### src/rtl/bscan_pkg.sv
package bscan_pkg;

    typedef enum logic [3:0] {
        ST_RESET,
        ST_IDLE,
        ST_SEL_DR,
        ST_CAP_DR,
        ST_SH_DR,
        ST_EX1_DR,
        ST_PAU_DR,
        ST_EX2_DR,
        ST_UPD_DR,
        ST_SEL_IR,
        ST_CAP_IR,
        ST_SH_IR,
        ST_EX1_IR,
        ST_PAU_IR,
        ST_EX2_IR,
        ST_UPD_IR
    } tap_state_t;

endpackage

### src/rtl/bscan_fsm.sv
module bscan_fsm
    import bscan_pkg::*;
(
    input  logic       tck,
    input  logic       rst_n,
    input  logic       tms,
    output tap_state_t state,
    output logic       in_reset,
    output logic       cap_dr,
    output logic       sh_dr,
    output logic       upd_dr,
    output logic       cap_ir,
    output logic       sh_ir,
    output logic       upd_ir
);

    tap_state_t nxt;

    always_comb begin
        unique case (state)
            ST_RESET:  nxt = tms ? ST_RESET  : ST_IDLE;
            ST_IDLE:   nxt = tms ? ST_SEL_DR : ST_IDLE;
            ST_SEL_DR: nxt = tms ? ST_SEL_IR : ST_CAP_DR;
            ST_CAP_DR: nxt = tms ? ST_EX1_DR : ST_SH_DR;
            ST_SH_DR:  nxt = tms ? ST_EX1_DR : ST_SH_DR;
            ST_EX1_DR: nxt = tms ? ST_UPD_DR : ST_PAU_DR;
            ST_PAU_DR: nxt = tms ? ST_EX2_DR : ST_PAU_DR;
            ST_EX2_DR: nxt = tms ? ST_UPD_DR : ST_SH_DR;
            ST_UPD_DR: nxt = tms ? ST_SEL_DR : ST_IDLE;
            ST_SEL_IR: nxt = tms ? ST_RESET  : ST_CAP_IR;
            ST_CAP_IR: nxt = tms ? ST_EX1_IR : ST_SH_IR;
            ST_SH_IR:  nxt = tms ? ST_EX1_IR : ST_SH_IR;
            ST_EX1_IR: nxt = tms ? ST_UPD_IR : ST_PAU_IR;
            ST_PAU_IR: nxt = tms ? ST_EX2_IR : ST_PAU_IR;
            ST_EX2_IR: nxt = tms ? ST_UPD_IR : ST_SH_IR;
            ST_UPD_IR: nxt = tms ? ST_SEL_DR : ST_IDLE;
            default:   nxt = ST_RESET;
        endcase
    end

    always_ff @(posedge tck or negedge rst_n) begin
        if (!rst_n) state <= ST_RESET;
        else        state <= nxt;
    end

    always_comb begin
        in_reset = (state == ST_RESET);
        cap_dr   = (state == ST_CAP_DR);
        sh_dr    = (state == ST_SH_DR);
        upd_dr   = (state == ST_UPD_DR);
        cap_ir   = (state == ST_CAP_IR);
        sh_ir    = (state == ST_SH_IR);
        upd_ir   = (state == ST_UPD_IR);
    end

    // tms held high keeps the controller in reset
    p_reset_sticky_r1: assert property (@(posedge tck) disable iff (!rst_n)
        (state == ST_RESET && tms) |=> (state == ST_RESET));

    // leaving the first exit with tms low parks in pause
    p_exit_to_pause_r2: assert property (@(posedge tck) disable iff (!rst_n)
        (state == ST_EX1_DR && !tms) |=> (state == ST_PAU_DR));

endmodule

### src/rtl/bscan_ir.sv
module bscan_ir #(
    parameter int                IR_W     = 2,
    parameter logic [IR_W-1:0]   RST_CODE = '1
) (
    input  logic            tck,
    input  logic            rst_n,
    input  logic            tdi,
    input  logic            in_reset,
    input  logic            cap,
    input  logic            shift,
    input  logic            upd,
    output logic            so,
    output logic [IR_W-1:0] ir_q
);

    localparam logic [IR_W-1:0] CAP_CODE = IR_W'(1);

    logic [IR_W-1:0] sr;

    always_ff @(posedge tck or negedge rst_n) begin
        if (!rst_n)     sr <= CAP_CODE;
        else if (cap)   sr <= CAP_CODE;
        else if (shift) sr <= {tdi, sr[IR_W-1:1]};
    end

    always_ff @(posedge tck or negedge rst_n) begin
        if (!rst_n)        ir_q <= RST_CODE;
        else if (in_reset) ir_q <= RST_CODE;
        else if (upd)      ir_q <= sr;
    end

    assign so = sr[0];

    // the active instruction moves only on update or reset
    p_ir_hold_r3: assert property (@(posedge tck) disable iff (!rst_n)
        !(upd || in_reset) |=> $stable(ir_q));

endmodule

### src/rtl/bscan_chain.sv
module bscan_chain #(
    parameter int NPIN = 2
) (
    input  logic            tck,
    input  logic            rst_n,
    input  logic            tdi,
    input  logic            in_reset,
    input  logic            cap,
    input  logic            shift,
    input  logic            upd,
    input  logic            extest,
    input  logic [NPIN-1:0] core_dout,
    input  logic [NPIN-1:0] core_den,
    input  logic [NPIN-1:0] pad_in,
    output logic [NPIN-1:0] pad_out,
    output logic [NPIN-1:0] pad_oe,
    output logic            so
);

    localparam int LEN = 3 * NPIN;

    logic [LEN-1:0] sr;
    logic [LEN-1:0] upd_q;
    logic [LEN-1:0] cap_vec;

    // Per pin: sense cell, then value cell, then enable cell
    for (genvar g = 0; g < NPIN; g++) begin : g_pin
        assign cap_vec[3*g +: 3] = {core_den[g], core_dout[g], pad_in[g]};
        assign pad_out[g] = extest ? upd_q[3*g+1] : core_dout[g];
        assign pad_oe[g]  = extest ? upd_q[3*g+2] : core_den[g];
    end

    always_ff @(posedge tck or negedge rst_n) begin
        if (!rst_n)     sr <= '0;
        else if (cap)   sr <= cap_vec;
        else if (shift) sr <= {tdi, sr[LEN-1:1]};
    end

    always_ff @(posedge tck or negedge rst_n) begin
        if (!rst_n)        upd_q <= '0;
        else if (in_reset) upd_q <= '0;
        else if (upd)      upd_q <= sr;
    end

    assign so = sr[0];

    // update latches hold except on the update edge or in reset
    p_latch_hold_r8: assert property (@(posedge tck) disable iff (!rst_n)
        !(upd || in_reset) |=> $stable(upd_q));

endmodule

### src/rtl/bscan_port.sv
module bscan_port
    import bscan_pkg::*;
#(
    parameter int NPIN = 2,
    parameter int IR_W = 2
) (
    input  logic            tck,
    input  logic            rst_n,
    input  logic            tms,
    input  logic            tdi,
    output logic            tdo,
    output logic            tdo_oe,
    input  logic [NPIN-1:0] core_dout,
    input  logic [NPIN-1:0] core_den,
    output logic [NPIN-1:0] core_din,
    output logic [NPIN-1:0] pad_out,
    output logic [NPIN-1:0] pad_oe,
    input  logic [NPIN-1:0] pad_in
);

    localparam logic [IR_W-1:0] OP_EXTEST = '0;
    localparam logic [IR_W-1:0] OP_SAMPLE = IR_W'(1);
    localparam logic [IR_W-1:0] OP_BYPASS = '1;

    tap_state_t      state;
    logic            in_reset, cap_dr, sh_dr, upd_dr, cap_ir, sh_ir, upd_ir;
    logic [IR_W-1:0] ir_q;
    logic            ir_so, bsr_so, byp_q;
    logic            bsr_sel, extest;

    bscan_fsm u_fsm (
        .tck(tck), .rst_n(rst_n), .tms(tms), .state(state),
        .in_reset(in_reset), .cap_dr(cap_dr), .sh_dr(sh_dr), .upd_dr(upd_dr),
        .cap_ir(cap_ir), .sh_ir(sh_ir), .upd_ir(upd_ir)
    );

    bscan_ir #(.IR_W(IR_W), .RST_CODE(OP_BYPASS)) u_ir (
        .tck(tck), .rst_n(rst_n), .tdi(tdi), .in_reset(in_reset),
        .cap(cap_ir), .shift(sh_ir), .upd(upd_ir), .so(ir_so), .ir_q(ir_q)
    );

    assign extest  = (ir_q == OP_EXTEST);
    assign bsr_sel = extest || (ir_q == OP_SAMPLE);

    bscan_chain #(.NPIN(NPIN)) u_chain (
        .tck(tck), .rst_n(rst_n), .tdi(tdi), .in_reset(in_reset),
        .cap(cap_dr && bsr_sel), .shift(sh_dr && bsr_sel), .upd(upd_dr && bsr_sel),
        .extest(extest), .core_dout(core_dout), .core_den(core_den),
        .pad_in(pad_in), .pad_out(pad_out), .pad_oe(pad_oe), .so(bsr_so)
    );

    assign core_din = pad_in;

    // One-bit bypass path for every code that is not a boundary access
    always_ff @(posedge tck or negedge rst_n) begin
        if (!rst_n)                 byp_q <= 1'b0;
        else if (cap_dr && !bsr_sel) byp_q <= 1'b0;
        else if (sh_dr && !bsr_sel)  byp_q <= tdi;
    end

    // Serial output launched on the falling edge, held outside shifts
    always_ff @(negedge tck or negedge rst_n) begin
        if (!rst_n) begin
            tdo    <= 1'b0;
            tdo_oe <= 1'b0;
        end else if (sh_ir) begin
            tdo    <= ir_so;
            tdo_oe <= 1'b1;
        end else if (sh_dr) begin
            tdo    <= bsr_sel ? bsr_so : byp_q;
            tdo_oe <= 1'b1;
        end else begin
            tdo_oe <= 1'b0;
        end
    end

    // output enable only observed inside a shift state
    p_tdo_window_r9: assert property (@(posedge tck) disable iff (!rst_n)
        tdo_oe |-> (state == ST_SH_DR || state == ST_SH_IR));

    // outside shift states tdo keeps its value across falling edges
    p_tdo_held_r9: assert property (@(negedge tck) disable iff (!rst_n)
        !(state == ST_SH_DR || state == ST_SH_IR) |=> $stable(tdo));

endmodule

### config.mk
export PLATFORM = sky130hd
export DESIGN_NAME = bscan_port
export DESIGN_NICKNAME = d
export VERILOG_FILES = /design/src/rtl/bscan_pkg.sv /design/src/rtl/bscan_fsm.sv /design/src/rtl/bscan_ir.sv /design/src/rtl/bscan_chain.sv /design/src/rtl/bscan_port.sv
export SDC_FILE = /design/constraint.sdc
export NUM_CORES = 1
export LEC_CHECK = 0
export BUFFER_PORTS_ARGS = -buffer_cell sky130_fd_sc_hd__buf_2
export CORE_MARGIN = 10
export CORE_UTILIZATION = 35
export DETAILED_ROUTE_END_ITERATION = 6
export MAX_ROUTING_LAYER = met4
export SYNTH_ARGS = -nofsm -noshare
export SYNTH_HDL_FRONTEND = slang
export SYNTH_SLANG_ARGS = --single-unit
### constraint.sdc
create_clock -name tck -period 2.2 [get_ports tck]
set_input_delay 0.44 -clock tck [delete_from_list [all_inputs] [get_ports tck]]
set_output_delay 0.44 -clock tck [all_outputs]
set_load 0.05 [all_outputs]
==> results of run 1 <==
synthesized netlist by cell type (2+ instances only):
| cell | count |
|---|---|
| mux2_2 | 13 |
| o31ai_1 | 4 |
| clkbuf_1 | 9 |
| a21oi_1 | 2 |
| buf_2 | 2 |
| nand2_1 | 8 |
| dfstp_2 | 3 |
| dfrtn_1 | 2 |
| dfrtp_1 | 16 |
| mux2i_1 | 6 |
| nand2b_1 | 3 |
| or2_2 | 2 |
| nor2_1 | 8 |
| a22o_1 | 4 |
| nor3_1 | 2 |
| a22oi_1 | 3 |
| nor4b_1 | 3 |
| inv_1 | 4 |
| a211oi_1 | 2 |
| buf_4 | 2 |
| o21ai_0 | 10 |
final timing paths:
kind / endpoint / slack, ns / startpoint
max in group asynchronous: tdo_oe / 0.55 / rst_n
min in group asynchronous: byp_q / 0.48 / rst_n
worst min-delay path: u_ir.sr[1] / 0.41 / tdi
worst max-delay path: tdo / -0.44 / u_fsm.state[3]
worst min register to register: byp_q / 0.53 / byp_q
worst max register to register: tdo / -0.44 / u_fsm.state[3]
through the flow:
| stage | hold WS, ns | utilization | instance area, um2 | worst slack (ns) | instances |
|---|---|---|---|---|---|
| floorplan | 0.144 | - | 1300 | -0.485 | 125 |
| global placement | 0.277 | 0.416 | 1410 | -0.434 | 182 |
| detailed placement | 0.278 | 0.416 | 1410 | -0.481 | 182 |
| CTS | 0.405 | 0.459 | 1560 | -0.426 | 194 |
| global route | 0.418 | 0.487 | 1650 | -0.474 | 201 |
| finish | 0.410 | 0.487 | 1650 | -0.443 | 201 |
flip-flops by register name (all words and copies together) (netlist names):
register,cells
tdo,1
u_chain.upd_q,4
byp_q,1
u_ir.sr,2
u_fsm.state,4
tdo_oe,1
u_ir.ir_q,2
u_chain.sr,6
kinds of logic after synthesis:
family          after synthesis  share of synthesized area
compound gates               32                      0.184
xor+xnor                      1                    0.00701
buf+inv                      18                     0.0681
flops                        21                      0.423
mux                          19                      0.165
simple gates                 34                      0.152
cell type report:
| type | count | area, um2 | area share |
|---|---|---|---|
| Inverter | 4 | 15.0 | 0.00910 |
| Clock inverter | 1 | 5.00 | 0.00303 |
| Tap cell | 46 | 57.6 | 0.0349 |
| Multi-Input combinational cell | 86 | 704 | 0.427 |
| Clock buffer | 3 | 22.5 | 0.0137 |
| Timing Repair Buffer | 40 | 315 | 0.191 |
| Sequential cell | 21 | 529 | 0.321 |
layer usage:
layer / vias up / part of all wire / GRT usage
met4: 0 / 0.0047 / 0.0317
met3: 2 / 0.039 / 0.0225
li1: 515 / - / -
met5: - / 0 / -
met2: 16 / 0.48 / 0.160
met1: 499 / 0.47 / 0.124
repair_timing:
| item | 4_1_cts | 5_1_grt |
|---|---|---|
| setup endpoints to repair | 7 | 14 |
| hold buffers | 1 | 0 |
| resized for setup | 15 | 10 |
| pin swaps | 1 | 3 |
| setup buffers | 7 | 7 |
| hold endpoints to repair | 2 | 0 |
power by group through the flow:
stage	clock network, mW	registers (mW)	logic, mW
4_1_cts	0.193	0.735	1.31
3_3_place_gp	0	0.714	1.09
5_1_grt	0.214	0.763	1.57
2_1_floorplan	0	0.767	0.859
3_5_place_dp	0	0.723	1.12
6_report	0.186	0.744	1.43
worst max-delay path, cell delays in order (launching register included):
cell and delay [ns]:
dfrtp_1 0.43, nor4b_4 0.37, mux2_4 0.33, mux2_4 0.26
==> results.json, run 1 <==
{
  "drtIter0Drc": 56,
  "numPortBuffers": 17,
  "wl_per_cell_um": 15.0,
  "total_power_mw": 2.36,
  "grt_pass1_wl_mm": 5.09,
  "hp-class": "input port to register",
  "fp-row-count": 21,
  "synthArstFlopShare": 1.00,
  "die_w_um": 79.8,
  "nets": 166,
  "drc": 0,
  "coreArea_um2": 3390,
  "syn_area_um2": 1250,
  "diodes": 0,
  "routed_wl_mm": 3.01,
  "synth.largest_area_cell": "dfrtp_1",
  "ys_warn_count": 0,
  "skew_ns": 0.00383,
  "fillCellCount": 312,
  "switchingPower_mw": 0.965,
  "worst_pin_slew_ns": 0.298,
  "finalSetupTns_ns": -1.20,
  "antenna_found_initial": 0,
  "setup.worst_path.start_class": "register",
  "die_h_um": 79.8,
  "slew_viol_final": 0,
  "setup_slack_ns": -0.443,
  "cp_max_fo": 2,
  "cap_violations": 0,
  "cts-root-buf": "clkbuf_4",
  "internal_power_mw": 1.40,
  "grt_pass1_vias": 1047,
  "avgSynthCellArea_um2": 10.0,
  "ys_types": 38,
  "initial_core_util": 0.369,
  "gp_congestion": 0.787,
  "synth_edf_count": 0,
  "hold_depth": 3,
  "yosys-top-cells-area": "dfrtp_1 (32%), mux2_2 (12%), dfstp_2 (6.3%), mux2i_1 (4.8%), dfrtn_1 (4.0%)",
  "final_common_cell": "dfrtp_1",
  "syn_to_final_growth_pct": 31.9,
  "synth-seq-cells": 21,
  "clk_latency_ns": 0.30,
  "pwr-share-clk": 0.079,
  "violations": "setup timing",
  "cts.sinks": 21,
  "cts_tree": "built",
  "synth_top_area_share": 0.320,
  "syn-num-nets": 135,
  "combPwrFrac": 0.606,
  "htreeDepth": 1,
  "ys.flop_type": "dfrtp_1",
  "grt_usage": 0.101,
  "vdd_drop_max_mv": 0.620,
  "synthCells": 125,
  "status": "finished with violations",
  "rsz0062_at_grt": "yes",
  "layout-drive-gt1-share": 0.432,
  "grt_overflow_total": 0,
  "grt_max_degree": 24,
  "first_pass_iters": 4,
  "crit_arrival_ns": 1.69,
  "cellLeakagePower_nw": 0.716,
  "ys_seq_area_frac": 0.423,
  "max-slew-margin-rel": 0.800,
  "critPathRequiredTime_ns": 1.25,
  "vias": 1032,
  "final_cell_mix": "dfrtp_1 (16), buf_2 (15), buf_4 (14), o21ai_0 (10)",
  "critical_path_class": "register to register",
  "endpoint_kind": "register",
  "die_area_um2": 6360,
  "clockBufferDepth": 2,
  "p_sw_frac": 0.409,
  "reg2regPathDepth": 3,
  "ios": 18,
  "p_per_area_nw_per_um2": 1430,
  "vias_per_cell": 5.13,
  "ant_nets": 0,
  "clkTransAtPathRegs_ns": 0.12,
  "setup_viol": 8,
  "numCtsBuffers": 3,
  "power_frac_seq": 0.315,
  "finalHoldViolations": 0,
  "hpwl_mm": 2.09
}
No activity file was read; power rests on OpenSTA's default activity.
==> inputs of run 2 (changes only) <==
--- a/config.mk
+++ b/config.mk
@@ -10,6 +10,7 @@
 export CORE_UTILIZATION = 35
 export DETAILED_ROUTE_END_ITERATION = 6
 export MAX_ROUTING_LAYER = met4
+export SETUP_SLACK_MARGIN = 0.15
 export SYNTH_ARGS = -nofsm -noshare
 export SYNTH_HDL_FRONTEND = slang
 export SYNTH_SLANG_ARGS = --single-unit
==> run 2 against run 1 <==
The flow still finishes with violations (setup timing). Clock power is essentially flat. Hold slack improved by 0.012 ns. Critical path depth unchanged. Critical path type unchanged. Via count rose by 5.8%. Largest cell class unchanged. Cell count up 3.0%. First-iteration DRC count shrank 16%. Setup slack better by 0.0083 ns. Clock skew is 0.0010 ns higher. Largest power group unchanged. Flip-flop and latch count unchanged. Count of clock-buffer cells in the layout unchanged. Non-clock buffer count rose by 6. Wire length is 4.1% higher.
==> results.json, run 2 (synthesis results as in run 1) <==
{
  "nets": 172,
  "cts-root-buf": "clkbuf_4",
  "fp-row-count": 21,
  "vdd_drop_max_mv": 0.625,
  "antenna_found_initial": 0,
  "path_buf_inv": 0,
  "layout-drive-gt1-share": 0.466,
  "hp-class": "input port to register",
  "crit_arrival_ns": 1.69,
  "cp_slowest_cell": "dfstp_2",
  "cp_max_fo": 2,
  "max-slew-margin-rel": 0.707,
  "routed_wl_mm": 3.13,
  "p_per_area_nw_per_um2": 1410,
  "critPathRequiredTime_ns": 1.25,
  "coreArea_um2": 3390,
  "cts_tree": "built",
  "vias_per_cell": 5.28,
  "slowest_delay_ns": 0.57,
  "grt_max_degree": 24,
  "grt_overflow_total": 0,
  "ant_nets": 0,
  "violations": "setup timing",
  "vias": 1092,
  "path_delay_family": "multiplexers",
  "grt_pass1_wl_mm": 5.04,
  "setup.worst_path.start_class": "register",
  "numCtsBuffers": 3,
  "drtIter0Drc": 47,
  "die_w_um": 79.8,
  "clockBufferDepth": 2,
  "finalHoldViolations": 0,
  "htreeDepth": 1,
  "gp_congestion": 0.773,
  "reg_top3": "u_chain.sr (6), u_chain.upd_q (4), u_fsm.state (4)",
  "rsz0062_at_grt": "yes",
  "cellLeakagePower_nw": 0.781,
  "die_h_um": 79.8,
  "status": "finished with violations",
  "finalSetupTns_ns": -0.943,
  "clkTransAtPathRegs_ns": 0.12,
  "syn_to_final_growth_pct": 42.1,
  "critical_path_class": "register to register",
  "placed_cell_area_um2": 1410,
  "first_pass_iters": 4,
  "skew_ns": 0.00484,
  "largest_reg_flops": 6,
  "hpwl_mm": 2.13,
  "ios": 18,
  "wl_per_cell_um": 15.1,
  "critical_path.cell_chain": "mux2_4 > mux2_4 > mux2_2",
  "fin_area_um2": 1780,
  "path_common_cell": "mux2_4",
  "clk_latency_ns": 0.30,
  "numPortBuffers": 17,
  "slew_viol_final": 0,
  "die_area_um2": 6360,
  "setup_viol": 4,
  "grt_usage": 0.0993,
  "endpoint_kind": "register",
  "worst_pin_slew_ns": 0.438,
  "final_common_cell": "buf_4",
  "cap_violations": 0,
  "regMostFlops": "u_chain.sr",
  "initial_core_util": 0.369,
  "fillCellCount": 297,
  "drc": 0,
  "grt_pass1_vias": 1026,
  "final_cell_mix": "buf_4 (20), dfrtp_1 (15), buf_2 (11), o21ai_0 (10), mux2_4 (10)",
  "diodes": 0,
  "cts.sinks": 21,
  "setup_slack_ns": -0.435
}
-- run 2: path summary, 6_finish.rpt --
kind	slack, ns	depth (start not counted)	start	end
min in group asynchronous	0.49	2	rst_n	byp_q
worst max-delay path	-0.43	3	u_ir.ir_q[1]	tdo
max in group asynchronous	0.54	2	rst_n	tdo_oe
worst min register to register	0.53	1	u_chain.sr[3]	u_chain.sr[3]
worst min-delay path	0.42	3	tdi	u_ir.sr[1]
worst max register to register	-0.43	3	u_ir.ir_q[1]	tdo
-- run 2: timing repair --
action / 4_1_cts / 5_1_grt
hold buffers: 1 / 0
setup buffers: 6 / 13
hold endpoints to repair: 2 / 0
resized for setup: 14 / 28
pin swaps: 1 / 2
endpoints found under the setup margin: 8 / 12
cloned: 1 / 0
-- run 2: worst min-delay path: cells and delay by family --
family | cells | cell delay [ns]
AOI/OAI and AO/OA | 1 | 0.06
and+or+nand+nor | 1 | 0.07
buffers and inverters | 1 | 0.12
-- run 2: where the power goes --
part	switching [mW]	internal (mW)
clock network	0.120	0.0677
registers	0.151	0.597
logic	0.722	0.853
-- run 2: per-stage QoR --
step,hold slack (ns),setup slack (ns),utilization,instances,total power [mW]
5_1_grt,0.422,-0.467,0.524,207,2.69
3_3_place_gp,0.277,-0.435,0.416,182,1.81
4_1_cts,0.417,-0.443,0.465,194,2.30
3_5_place_dp,0.276,-0.522,0.416,182,1.86
6_report,0.422,-0.435,0.524,207,2.51
2_1_floorplan,0.144,-0.485,-,125,1.63
-- run 2: area by class of cell --
type	instances	area, um2	area share
sequential	21	531	0.299
inverter	4	15.0	0.00845
multi-input combinational	86	722	0.406
timing repair buffer	46	424	0.239
tap	46	57.6	0.0324
clock inverter	1	5.00	0.00282
clock buffer	3	22.5	0.0127
-- run 2: routing by layer --
layer  global-route usage  part of all wire  wire length, um  vias up
li1                     -                 -                -      527
met1                0.120              0.44             1380      540
met2                0.159              0.51             1590       21
met3               0.0259             0.039              123        4
met4               0.0282             0.012               39        0
met5                    -                 0                0        -
==> inputs of run 3 (changes only) <==
--- a/config.mk
+++ b/config.mk
@@ -6,8 +6,10 @@
 export NUM_CORES = 1
 export LEC_CHECK = 0
 export BUFFER_PORTS_ARGS = -buffer_cell sky130_fd_sc_hd__buf_2
+export CAP_MARGIN = 20
 export CORE_MARGIN = 10
 export CORE_UTILIZATION = 35
+export CTS_CLUSTER_DIAMETER = 60
 export DETAILED_ROUTE_END_ITERATION = 6
 export MAX_ROUTING_LAYER = met4
 export SETUP_SLACK_MARGIN = 0.15
==> constraint.sdc (replaced) <==
create_clock -name tck -period 3.35 [get_ports tck]
set_input_delay 0.67 -clock tck [delete_from_list [all_inputs] [get_ports tck]]
set_output_delay 0.67 -clock tck [all_outputs]
set_load 0.05 [all_outputs]
==> run 3 against run 2 <==
Critical endpoint is now tdo. The flow now finishes without violations. Design area decreased by 18%. Combinational power shrank 52%. Total power down 46%. Global-route usage decreased by 0.25 points. First-iteration DRC count is 38% higher. Wire length fell by 8.8%. Die area is the same. Clock skew rose by 0.0021 ns. Critical path depth down 2.
==> results.json, run 3 (synthesis results as in run 1) <==
{
  "die_h_um": 79.8,
  "grt_pass1_wl_mm": 4.80,
  "setup_viol": 0,
  "clkTransAtPathRegs_ns": 0.12,
  "finalSetupTns_ns": 0,
  "p_per_area_nw_per_um2": 934,
  "switchingPower_mw": 0.580,
  "internal_power_mw": 0.774,
  "critPathRequiredTime_ns": 2.68,
  "die_area_um2": 6360,
  "die_w_um": 79.8,
  "cp_slowest_cell": "dfrtn_1",
  "max-slew-margin-rel": 0.728,
  "htreeDepth": 1,
  "setup.worst_path.start_class": "register",
  "grt_max_degree": 24,
  "fp-row-count": 21,
  "hp-class": "input port to asynchronous set/reset pin",
  "ios": 18,
  "combPwrFrac": 0.559,
  "cts_tree": "built",
  "clockBufferDepth": 2,
  "final_common_cell": "dfrtp_1",
  "grt_usage": 0.0968,
  "critical_path.cell_chain": "buf_6",
  "regMostFlops": "u_chain.sr",
  "coreArea_um2": 3390,
  "p_sw_frac": 0.429,
  "diodes": 0,
  "path_buf_inv": 1,
  "cellLeakagePower_nw": 0.616,
  "crit_arrival_ns": 2.58,
  "hpwl_mm": 2.11,
  "rsz0062_at_grt": "yes",
  "skew_ns": 0.00690,
  "worst_pin_slew_ns": 0.407,
  "reg2regPathDepth": 3,
  "register_area_um2": 529,
  "reg_top3": "u_chain.sr (6), u_chain.upd_q (4), u_fsm.state (4)",
  "path_delay_family": "flip-flops",
  "grt_pass1_vias": 1009,
  "slowest_delay_ns": 0.44,
  "endpoint_kind": "output pin",
  "nets": 151,
  "final_cell_mix": "dfrtp_1 (16), buf_2 (15), mux2_2 (11), o21ai_0 (10)",
  "routed_wl_mm": 2.86,
  "cts-root-buf": "clkbuf_4",
  "pwr-share-clk": 0.090,
  "cts.sinks": 21,
  "slew_viol_final": 0,
  "ant_nets": 0,
  "power_frac_seq": 0.352,
  "cp_max_fo": 2,
  "total_power_mw": 1.35,
  "largest_reg_flops": 6,
  "vias": 985,
  "grt_overflow_total": 0,
  "critical_path_class": "register to output pin",
  "numCtsBuffers": 3,
  "fillCellCount": 351,
  "initial_core_util": 0.369,
  "wl_per_cell_um": 15.4,
  "vias_per_cell": 5.30,
  "drc": 0,
  "syn_to_final_growth_pct": 15.9,
  "vdd_drop_max_mv": 0.444,
  "antenna_found_initial": 0,
  "numPortBuffers": 17,
  "finalHoldViolations": 0,
  "path_depth": 1,
  "drtIter0Drc": 65,
  "cap_violations": 0,
  "first_pass_iters": 4,
  "multiInputGateArea_um2": 658,
  "gp_congestion": 0.767,
  "layout-drive-gt1-share": 0.350,
  "clk_latency_ns": 0.30,
  "status": "complete, no violations"
}
## run 3: power groups by stage
stage	sequential, mW	combinational [mW]	clock [mW]
floorplan	0.499	0.545	0
global placement	0.465	0.698	0
detailed placement	0.471	0.725	0
CTS	0.476	0.753	0.129
global route	0.494	0.832	0.146
finish	0.476	0.756	0.121
## run 3: repair_timing
action                                  in CTS  in global routing
endpoints found under the hold margin        0                  0
resized for setup                            5                  1
pin swaps                                    1                  0
endpoints found under the setup margin       3                  3
hold buffers                                 0                  0
buffers inserted                             1                  0
## run 3: final timing paths
kind | to | start | slack [ns]
hold / removal | u_fsm.state[0] | rst_n | 0.20
setup / recovery | tdo | tdo | 0.10
hold reg to reg | u_ir.sr[0] | u_ir.sr[0] | 0.52
min in group tck | u_ir.sr[0] | u_ir.sr[0] | 0.52
setup reg to reg | tdo | u_ir.ir_q[1] | 0.16
max in group asynchronous | tdo_oe | rst_n | 1.37
## run 3: per-layer routing
layer	vias up	routed length, um	GRT usage
met5	-	0	-
met4	0	32	0.0370
met3	4	196	0.0293
met2	23	1370	0.158
met1	475	1260	0.109
li1	483	-	-
## run 3: layout make-up
class | count | area share
Clock inverter | 1 | 0.00345
Timing Repair Buffer | 25 | 0.111
Multi-Input combinational cell | 86 | 0.454
Tap cell | 46 | 0.0397
Sequential cell | 21 | 0.365
Clock buffer | 3 | 0.0155
Inverter | 4 | 0.0104
## run 3: per-stage QoR
| step | hold slack, ns | instance area, um2 | setup slack (ns) | cells | util |
|---|---|---|---|---|---|
| after floorplan | 0.374 | 1270 | 0.0900 | 125 | - |
| after global placement | 0.496 | 1390 | 0.134 | 181 | 0.410 |
| after detailed placement | 0.504 | 1390 | 0.119 | 181 | 0.410 |
| after CTS | 0.192 | 1450 | 0.0840 | 186 | 0.426 |
| after global routing | 0.182 | 1450 | 0.0368 | 186 | 0.427 |
| final | 0.197 | 1450 | 0.103 | 186 | 0.427 |
